--- config.mk ---
export PLATFORM = sky130hd
export DESIGN_NAME = perf_mon_unit
export DESIGN_NICKNAME = d
export VERILOG_FILES = /design/src/rtl/pmu_pkg.sv /design/src/rtl/pmu_evt_counter.sv /design/src/rtl/pmu_cycle_counter.sv /design/src/rtl/perf_mon_unit.sv
export SDC_FILE = /design/constraint.sdc
export NUM_CORES = 1
export LEC_CHECK = 0
export BUFFER_PORTS_ARGS = -buffer_cell sky130_fd_sc_hd__buf_2
export CAP_MARGIN = 20
export CORE_MARGIN = 2
export CORE_UTILIZATION = 55
export DETAILED_ROUTE_END_ITERATION = 16
export HOLD_SLACK_MARGIN = 0.15
export PLACE_DENSITY_LB_ADDON = 0.2
export SLEW_MARGIN = 20
export SYNTH_ARGS = -nofsm -noshare
export SYNTH_HDL_FRONTEND = slang
export SYNTH_HIERARCHICAL = 1
export SYNTH_SLANG_ARGS = --single-unit
--- constraint.sdc ---
create_clock -name clk -period 3.25 [get_ports clk]
set_clock_uncertainty 0.05 [all_clocks]
set_input_delay 0.4875 -clock clk [delete_from_list [all_inputs] [get_ports clk]]
set_output_delay 0.4875 -clock clk [all_outputs]
set_load 0.03 [all_outputs]
--- src/rtl/pmu_pkg.sv ---
package pmu_pkg;
  localparam logic [3:0] A_CTRL  = 4'd0;
  localparam logic [3:0] A_SEL   = 4'd1;
  localparam logic [3:0] A_TYPE  = 4'd2;
  localparam logic [3:0] A_EVCNT = 4'd3;
  localparam logic [3:0] A_CYC   = 4'd4;
  localparam logic [3:0] A_ENSET = 4'd5;
  localparam logic [3:0] A_ENCLR = 4'd6;
  localparam logic [3:0] A_IESET = 4'd7;
  localparam logic [3:0] A_IECLR = 4'd8;
  localparam logic [3:0] A_OVF   = 4'd9;

  localparam int CB_EN   = 0;
  localparam int CB_EVRST = 1;
  localparam int CB_CYRST = 2;
  localparam int CB_DIV  = 3;
  localparam int CB_SPARE = 4;
  localparam int CB_DBGSTOP = 5;

  localparam int CYC_BIT = 31;
  localparam logic [31:0] TYPE_WMASK = 32'hC800_03FF;
  localparam int TB_NOKERN = 31;
  localparam int TB_NOUSER = 30;
  localparam int TB_HYP    = 27;
endpackage

--- src/rtl/pmu_evt_counter.sv ---
module pmu_evt_counter #(
  parameter int EVT_W = 32
) (
  input  logic             clk,
  input  logic             rst,
  input  logic             gate,
  input  logic [EVT_W-1:0] evt,
  input  logic [1:0]       priv,
  input  logic             typ_we,
  input  logic             cnt_we,
  input  logic             clr,
  input  logic [31:0]      wdata,
  output logic [31:0]      cnt,
  output logic [31:0]      typ,
  output logic             wrap
);
  import pmu_pkg::*;
  localparam int EIW = (EVT_W > 1) ? $clog2(EVT_W) : 1;

  logic [31:0] cnt_q, typ_q;
  logic [9:0]  evnum;
  logic        hit, pass, inc;

  always_comb begin
    evnum = typ_q[9:0];
    hit   = ({22'd0, evnum} < 32'(EVT_W)) ? evt[evnum[EIW-1:0]] : 1'b0;
    unique case (priv)
      2'd0:    pass = !typ_q[TB_NOUSER];
      2'd1:    pass = !typ_q[TB_NOKERN];
      2'd2:    pass = typ_q[TB_HYP];
      default: pass = 1'b0;
    endcase
    inc  = gate && hit && pass;
    wrap = inc && (&cnt_q) && !cnt_we && !clr;
  end

  always_ff @(posedge clk) begin
    if (rst) begin
      cnt_q <= '0;
      typ_q <= '0;
    end else begin
      if (typ_we) typ_q <= wdata & TYPE_WMASK;
      if (clr)         cnt_q <= '0;
      else if (cnt_we) cnt_q <= wdata;
      else if (inc)    cnt_q <= cnt_q + 32'd1;
    end
  end

  assign cnt = cnt_q;
  assign typ = typ_q;

  AST_EVT_STEP: assert property (@(posedge clk) disable iff (rst)
    (!cnt_we && !clr) |=> (cnt_q == $past(cnt_q)) || (cnt_q == $past(cnt_q) + 32'd1));
  AST_EVT_IDLE: assert property (@(posedge clk) disable iff (rst)
    (!gate && !cnt_we && !clr) |=> $stable(cnt_q));
endmodule

--- src/rtl/pmu_cycle_counter.sv ---
module pmu_cycle_counter #(
  parameter int DIV_LOG2 = 6
) (
  input  logic        clk,
  input  logic        rst,
  input  logic        gate,
  input  logic        div_on,
  input  logic        stall,
  input  logic        cnt_we,
  input  logic        clr,
  input  logic [31:0] wdata,
  output logic [31:0] cnt,
  output logic        wrap
);
  logic [31:0]         cnt_q;
  logic [DIV_LOG2-1:0] presc_q;
  logic                elig, step;

  always_comb begin
    elig = gate && !stall;
    step = elig && (!div_on || (&presc_q));
    wrap = step && (&cnt_q) && !cnt_we && !clr;
  end

  always_ff @(posedge clk) begin
    if (rst) begin
      cnt_q   <= '0;
      presc_q <= '0;
    end else begin
      if (clr)                 presc_q <= '0;
      else if (elig && div_on) presc_q <= presc_q + 1'b1;
      if (clr)         cnt_q <= '0;
      else if (cnt_we) cnt_q <= wdata;
      else if (step)   cnt_q <= cnt_q + 32'd1;
    end
  end

  assign cnt = cnt_q;

  AST_CYC_STALL: assert property (@(posedge clk) disable iff (rst)
    (stall && !cnt_we && !clr) |=> $stable(cnt_q));
  AST_CYC_DIV: assert property (@(posedge clk) disable iff (rst)
    (div_on && !(&presc_q) && !cnt_we && !clr) |=> $stable(cnt_q));
endmodule

--- src/rtl/perf_mon_unit.sv ---
module perf_mon_unit #(
  parameter int NCNT  = 4,
  parameter int EVT_W = 32
) (
  input  logic             clk,
  input  logic             rst,
  input  logic             bus_wr,
  input  logic             bus_rd,
  input  logic [3:0]       bus_addr,
  input  logic [31:0]      bus_wdata,
  output logic [31:0]      bus_rdata,
  input  logic [EVT_W-1:0] evt_in,
  input  logic [1:0]       priv_lvl,
  input  logic             dbg_halt,
  output logic             irq
);
  import pmu_pkg::*;
  localparam logic [31:0] CNT_MASK = 32'h8000_0000 | ((32'd1 << NCNT) - 32'd1);
  localparam logic [4:0]  NCNT5    = 5'(NCNT);

  logic        ctrl_e, ctrl_d, ctrl_x, ctrl_dp;
  logic [4:0]  sel_q;
  logic [31:0] cnten_q, inten_q, ovf_q, rdata_q;
  logic        irq_q;

  logic wr_ctrl, wr_sel, wr_type, wr_evcnt, wr_cyc, wr_ovf;
  logic ev_clr, cy_clr;
  logic [31:0] cnt_arr [NCNT];
  logic [31:0] typ_arr [NCNT];
  logic [NCNT-1:0] evt_wrap;
  logic        cyc_wrap;
  logic [31:0] wrap_vec, cyc_cnt, ind_cnt, ind_typ, rd_mux, ctrl_rd;

  always_comb begin
    wr_ctrl  = bus_wr && (bus_addr == A_CTRL);
    wr_sel   = bus_wr && (bus_addr == A_SEL);
    wr_type  = bus_wr && (bus_addr == A_TYPE);
    wr_evcnt = bus_wr && (bus_addr == A_EVCNT);
    wr_cyc   = bus_wr && (bus_addr == A_CYC);
    wr_ovf   = bus_wr && (bus_addr == A_OVF);
    ev_clr   = wr_ctrl && bus_wdata[CB_EVRST];
    cy_clr   = wr_ctrl && bus_wdata[CB_CYRST];
  end

  for (genvar n = 0; n < NCNT; n++) begin : g_cnt
    pmu_evt_counter #(.EVT_W(EVT_W)) u_evt (
      .clk    (clk),
      .rst    (rst),
      .gate   (ctrl_e && cnten_q[n]),
      .evt    (evt_in),
      .priv   (priv_lvl),
      .typ_we (wr_type && (sel_q == 5'(n))),
      .cnt_we (wr_evcnt && (sel_q == 5'(n))),
      .clr    (ev_clr),
      .wdata  (bus_wdata),
      .cnt    (cnt_arr[n]),
      .typ    (typ_arr[n]),
      .wrap   (evt_wrap[n])
    );
  end

  pmu_cycle_counter #(.DIV_LOG2(6)) u_cyc (
    .clk    (clk),
    .rst    (rst),
    .gate   (ctrl_e && cnten_q[CYC_BIT]),
    .div_on (ctrl_d),
    .stall  (ctrl_dp && dbg_halt),
    .cnt_we (wr_cyc),
    .clr    (cy_clr),
    .wdata  (bus_wdata),
    .cnt    (cyc_cnt),
    .wrap   (cyc_wrap)
  );

  always_comb begin
    wrap_vec = '0;
    for (int n = 0; n < NCNT; n++) wrap_vec[n] = evt_wrap[n];
    wrap_vec[CYC_BIT] = cyc_wrap;
    ind_cnt = '0;
    ind_typ = '0;
    for (int n = 0; n < NCNT; n++) begin
      if (sel_q == 5'(n)) begin
        ind_cnt = cnt_arr[n];
        ind_typ = typ_arr[n];
      end
    end
    ctrl_rd = {16'd0, NCNT5, 5'd0, ctrl_dp, ctrl_x, ctrl_d, 2'b00, ctrl_e};
    unique case (bus_addr)
      A_CTRL:           rd_mux = ctrl_rd;
      A_SEL:            rd_mux = {27'd0, sel_q};
      A_TYPE:           rd_mux = ind_typ;
      A_EVCNT:          rd_mux = ind_cnt;
      A_CYC:            rd_mux = cyc_cnt;
      A_ENSET, A_ENCLR: rd_mux = cnten_q;
      A_IESET, A_IECLR: rd_mux = inten_q;
      A_OVF:            rd_mux = ovf_q;
      default:          rd_mux = '0;
    endcase
  end

  always_ff @(posedge clk) begin
    if (rst) begin
      ctrl_e <= 1'b0; ctrl_d <= 1'b0; ctrl_x <= 1'b0; ctrl_dp <= 1'b0;
      sel_q <= '0; cnten_q <= '0; inten_q <= '0; ovf_q <= '0;
      rdata_q <= '0; irq_q <= 1'b0;
    end else begin
      if (wr_ctrl) begin
        ctrl_e  <= bus_wdata[CB_EN];
        ctrl_d  <= bus_wdata[CB_DIV];
        ctrl_x  <= bus_wdata[CB_SPARE];
        ctrl_dp <= bus_wdata[CB_DBGSTOP];
      end
      if (wr_sel) sel_q <= bus_wdata[4:0];
      if (bus_wr && bus_addr == A_ENSET) cnten_q <= cnten_q | (bus_wdata & CNT_MASK);
      if (bus_wr && bus_addr == A_ENCLR) cnten_q <= cnten_q & ~bus_wdata;
      if (bus_wr && bus_addr == A_IESET) inten_q <= inten_q | (bus_wdata & CNT_MASK);
      if (bus_wr && bus_addr == A_IECLR) inten_q <= inten_q & ~bus_wdata;
      ovf_q <= (ovf_q & ~(wr_ovf ? bus_wdata : 32'd0)) | wrap_vec;
      if (bus_rd) rdata_q <= rd_mux;
      irq_q <= |(ovf_q & inten_q);
    end
  end

  assign bus_rdata = rdata_q;
  assign irq       = irq_q;

  AST_OVF_SET: assert property (@(posedge clk) disable iff (rst)
    (|wrap_vec) |=> ((ovf_q & $past(wrap_vec)) == $past(wrap_vec)));
  AST_OVF_W1C: assert property (@(posedge clk) disable iff (rst)
    (wr_ovf && !(|wrap_vec)) |=> ((ovf_q & $past(bus_wdata)) == 32'd0));
  AST_IRQ_SRC: assert property (@(posedge clk) disable iff (rst)
    irq |-> $past(ovf_q != 32'd0));
  AST_SEL_OOR: assert property (@(posedge clk) disable iff (rst)
    (bus_rd && (bus_addr == A_EVCNT || bus_addr == A_TYPE) && sel_q >= NCNT5) |=> (bus_rdata == 32'd0));
  AST_EN_CLR: assert property (@(posedge clk) disable iff (rst)
    (bus_wr && bus_addr == A_ENCLR) |=> ((cnten_q & $past(bus_wdata)) == 32'd0));
  AST_CTRL_RO: assert property (@(posedge clk) disable iff (rst)
    (bus_rd && bus_addr == A_CTRL) |=> (bus_rdata[15:11] == NCNT5 && bus_rdata[2:1] == 2'b00));
endmodule

==> summary.txt <==
Placement
  – Placer Congestion: ~1
  – Placed cell count: slightly above 3000
  – HPWL after detailed placement: ~56000 um
  – I/O Buffers: around 110
  – Area after DPL: 23300 sq um

Setup path
  – R2r startpoint: g_cnt[0].u_evt/typ[1]
  – Reg2reg setup slack: about 0.27 ns
  – Slowest stage delay, CP: approximately 0.72 ns
  – Critical Path AT: about 3.4 ns
  – Worst setup path category: reg2reg
  – CP required: 3.68 ns
  – CP startpoint kind: flip-flop
  – Crit path max fanout: 17
  – Max stage delay cell, worst path: dfxtp_1
  – FF-to-FF End: g_cnt[0].u_evt/cnt[25]
  – Crit path cell chain: mux4_1 > a22oi_1 > o211a_2 > buf_4 > nor4_2 > a21o_1 > a31oi_1
  – Worst R2R Path Depth: 7
  – Crit. End Element: flip-flop

Worst hold path
  – Hold depth: 2
  – Hold crit path type: in2reg
  – Hold_sp: bus_wdata[14]
  – Hold Path End: ovf_q[14]

Floorplan
  – # IOs: approximately 110
  – Initial core utilization: 0.5549
  – Core area: 40740 sq um
  – Die height: between 200 and 250 um
  – Rows: 74
  – DIE WIDTH: approximately 210 um
  – Die area: roughly 43000 sq um

GRT
  – GR Util All Layers: 0.3688
  – First-pass GRT wire length: roughly 120000 um
  – Vias in the first global route: 19790
  – Largest net degree at the start of global routing: 88
  – Gr ovfl total: 0
  – Antenna violations before repair: 1

STA
  – RSZ-0062 raised after global routing: false
  – Period utilization: 0.9178
  – F_max: 335.3 MHz
  – Slew @ Worst Pin: around 1.1 ns
  – Fin. Hold Viols: 0
  – Setup TNS: 0 ns
  – Max Slew Vio Count: 0
  – Period minus WS final: approximately 3.0 ns
  – Final setup viols: 0
  – Max-slew headroom: 0.2703

Clock network
  – Clk buf depth: 3
  – Post-CTS Setup Inserts: 0
  – Total CTS buffers: 40
  – Htree depth: 2
  – PostCTS Resize Cnt: 0
  – Cts hold-fix bufs: 0
  – Clk_lat worst skew: ~0.57 ns
  – Worst-path clk slew: 0.06 ns
  – CTS tree: yes
  – Clk sinks: between 300 and 400
  – CTS root buffer: clkbuf_16

Drt
  – Vias per inst: ~6.7
  – Number of iterations in the first detailed-routing pass: 6
  – Drt first-iter violations: about 2500
  – DRC: 0
  – Post-Route WL: 79580 um
  – Vias: between 20000 and 25000
  – DRT antenna net count: 0
  – Avg WL per Cell: ~25 um

Synthesis
  – Post-Syn Area per Cell: around 8.7 sq um
  – Post-synthesis cell area: approximately 23000 sq um
  – Share of the synthesized area in the top cell type: 0.3153
  – Post-synth ARST share: 0
  – Main area contributors after synthesis: dfxtp_1 (32%), mux2i_1 (7.3%), a21oi_1 (5.2%), xnor2_1 (5.1%), o21ai_0 (4.8%)
  – Ys flop type: dfxtp_1
  – Register area share after synthesis: 0.3153
  – Number of synthesized flops with an enable pin: 0
  – Yosys reg bits: 356
  – Cell variety after synth: between 80 and 90
  – Synthesized instance count: between 2000 and 3000
  – Synth area leader: dfxtp_1
  – Yosys Warn Count: 6

Final layout
  – # fillers: about 3600
  – Layout Cells excl Fill: 3181
  – P&R area growth vs syn: 8.989%
  – Final nets: about 2700
  – Commonest non-fill, non-tap cell in the layout: dfxtp_1
  – Most frequent cells in the layout: dfxtp_1 (354), a21oi_1 (235), o21ai_0 (215)
  – Fraction of layout cells with a size suffix above 1: 0.1764
  – Final Cell Area: between 20000 and 25000 sq um

Pwr
  – Peak supply drop: 0.4539 mV
  – Leakage: just under 8 nW
  – Power Dens Cells: roughly 400 nW/um^2

Outcome
  – Status: complete, no violations

Flow run
  – Maxcap violations: 0
sequential cells by signal, summed over array words and instances, names as in the netlist, 5 cells and up, named ones only:
signal,flops
inten_q,27
u_cyc/cnt,32
sel_q,5
cnten_q,27
g_cnt.u_evt/typ,52
bus_rdata,32
ovf_q,32
u_cyc/presc_q,6
g_cnt.u_evt/cnt,128
per-stage QoR:
step | power, mW | utilization | hold WS, ns | setup WS (ns)
floorplan | 4.979 | - | 0.3760 | 0.7164
CTS | 9.872 | 0.6047 | 0.2156 | 0.3358
finish | 9.871 | 0.6047 | 0.2382 | 0.2672
detailed placement | 5.245 | 0.5720 | 0.3876 | 0.3390
global placement | 5.233 | 0.5720 | 0.3866 | 0.4520
global route | 10.11 | 0.6047 | 0.2200 | 0.1152
routing by layer:
| metal | routed length, um | GRT usage | vias to the layer above | part of all wire |
|---|---|---|---|---|
| li1 | - | - | 9583 | - |
| met1 | 33490 | 0.5117 | 10200 | 0.42 |
| met2 | 34380 | 0.5547 | 1158 | 0.43 |
| met3 | 7113 | 0.05934 | 266 | 0.089 |
| met4 | 4573 | 0.1869 | 2 | 0.057 |
| met5 | 18 | 0 | - | 0.00023 |
report_power, final:
group	leakage, nW	total, mW	switching (mW)	internal [mW]
clock network	0.659	4.69	1.90	2.79
registers	2.87	4.43	0.0409	4.39
logic	4.25	0.748	0.532	0.216
total	7.78	9.87	2.48	7.40
how the worst max path moves through the flow:
stage	start	end	slack, ns	depth (start not counted)
after floorplan	sel_q[1]	g_cnt[0].u_evt/typ[0]	0.72	9
after global placement	priv_lvl[0]	g_cnt[0].u_evt/cnt[25]	0.45	7
after detailed placement	g_cnt[0].u_evt/typ[1]	g_cnt[0].u_evt/cnt[25]	0.34	7
after CTS	g_cnt[0].u_evt/typ[1]	g_cnt[0].u_evt/cnt[25]	0.34	7
after global routing	g_cnt[0].u_evt/typ[1]	g_cnt[0].u_evt/cnt[25]	0.12	7
final	g_cnt[0].u_evt/typ[1]	g_cnt[0].u_evt/cnt[25]	0.27	7
kinds of logic (layout without fill, tap and decap cells):
logic type / after synthesis / count (layout) / synth area share
AOI/OAI and AO/OA: 727 / 727 / 0.2072
xor gates and xnor gates: 143 / 143 / 0.05541
adders and majority gates: 6 / 6 / 0.003321
buffers and inverters: 318 / 310 / 0.07594
DFF: 356 / 356 / 0.3153
muxes: 215 / 215 / 0.1091
other: 4 / 77 / 0.0006640
and+or+nand+nor: 815 / 815 / 0.2331
area by class of cell:
type	instances	area [sq um]	share of cell area
multi-input combinational	1982	14060	0.5705
sequential	356	7132	0.2895
timing repair buffer	199	1291	0.05241
clock buffer	59	1204	0.04886
tap	532	665.6	0.02702
inverter	42	157.7	0.006399
clock inverter	10	127.6	0.005180
antenna	1	2.502	0.0001016
Yosys cell counts (all sizes together), types with 24 or more instances:
cell     instances
o211ai          31
mux2            29
nor2           141
nand2b          96
dfxtp          356
o2bb2ai         28
a21oi          235
nor3            27
nor4           113
nand3          112
nor2b           28
xnor2          132
mux2i          165
and2            24
clkbuf         126
inv             37
a211oi          34
nand4           78
buf            150
and3            25
o21ai          216
a22oi           43
nand2           73
critical path: cells and delay by family, from the launching register on:
| family | cells | cell delay (ns) |
|---|---|---|
| buffers and inverters | 1 | 0.35 |
| AO/OA/AOI/OAI | 4 | 1.03 |
| flip-flops | 1 | 0.72 |
| AND/OR/NAND/NOR | 1 | 0.12 |
| multiplexers | 1 | 0.63 |
(Power assumes the default switching activity.)
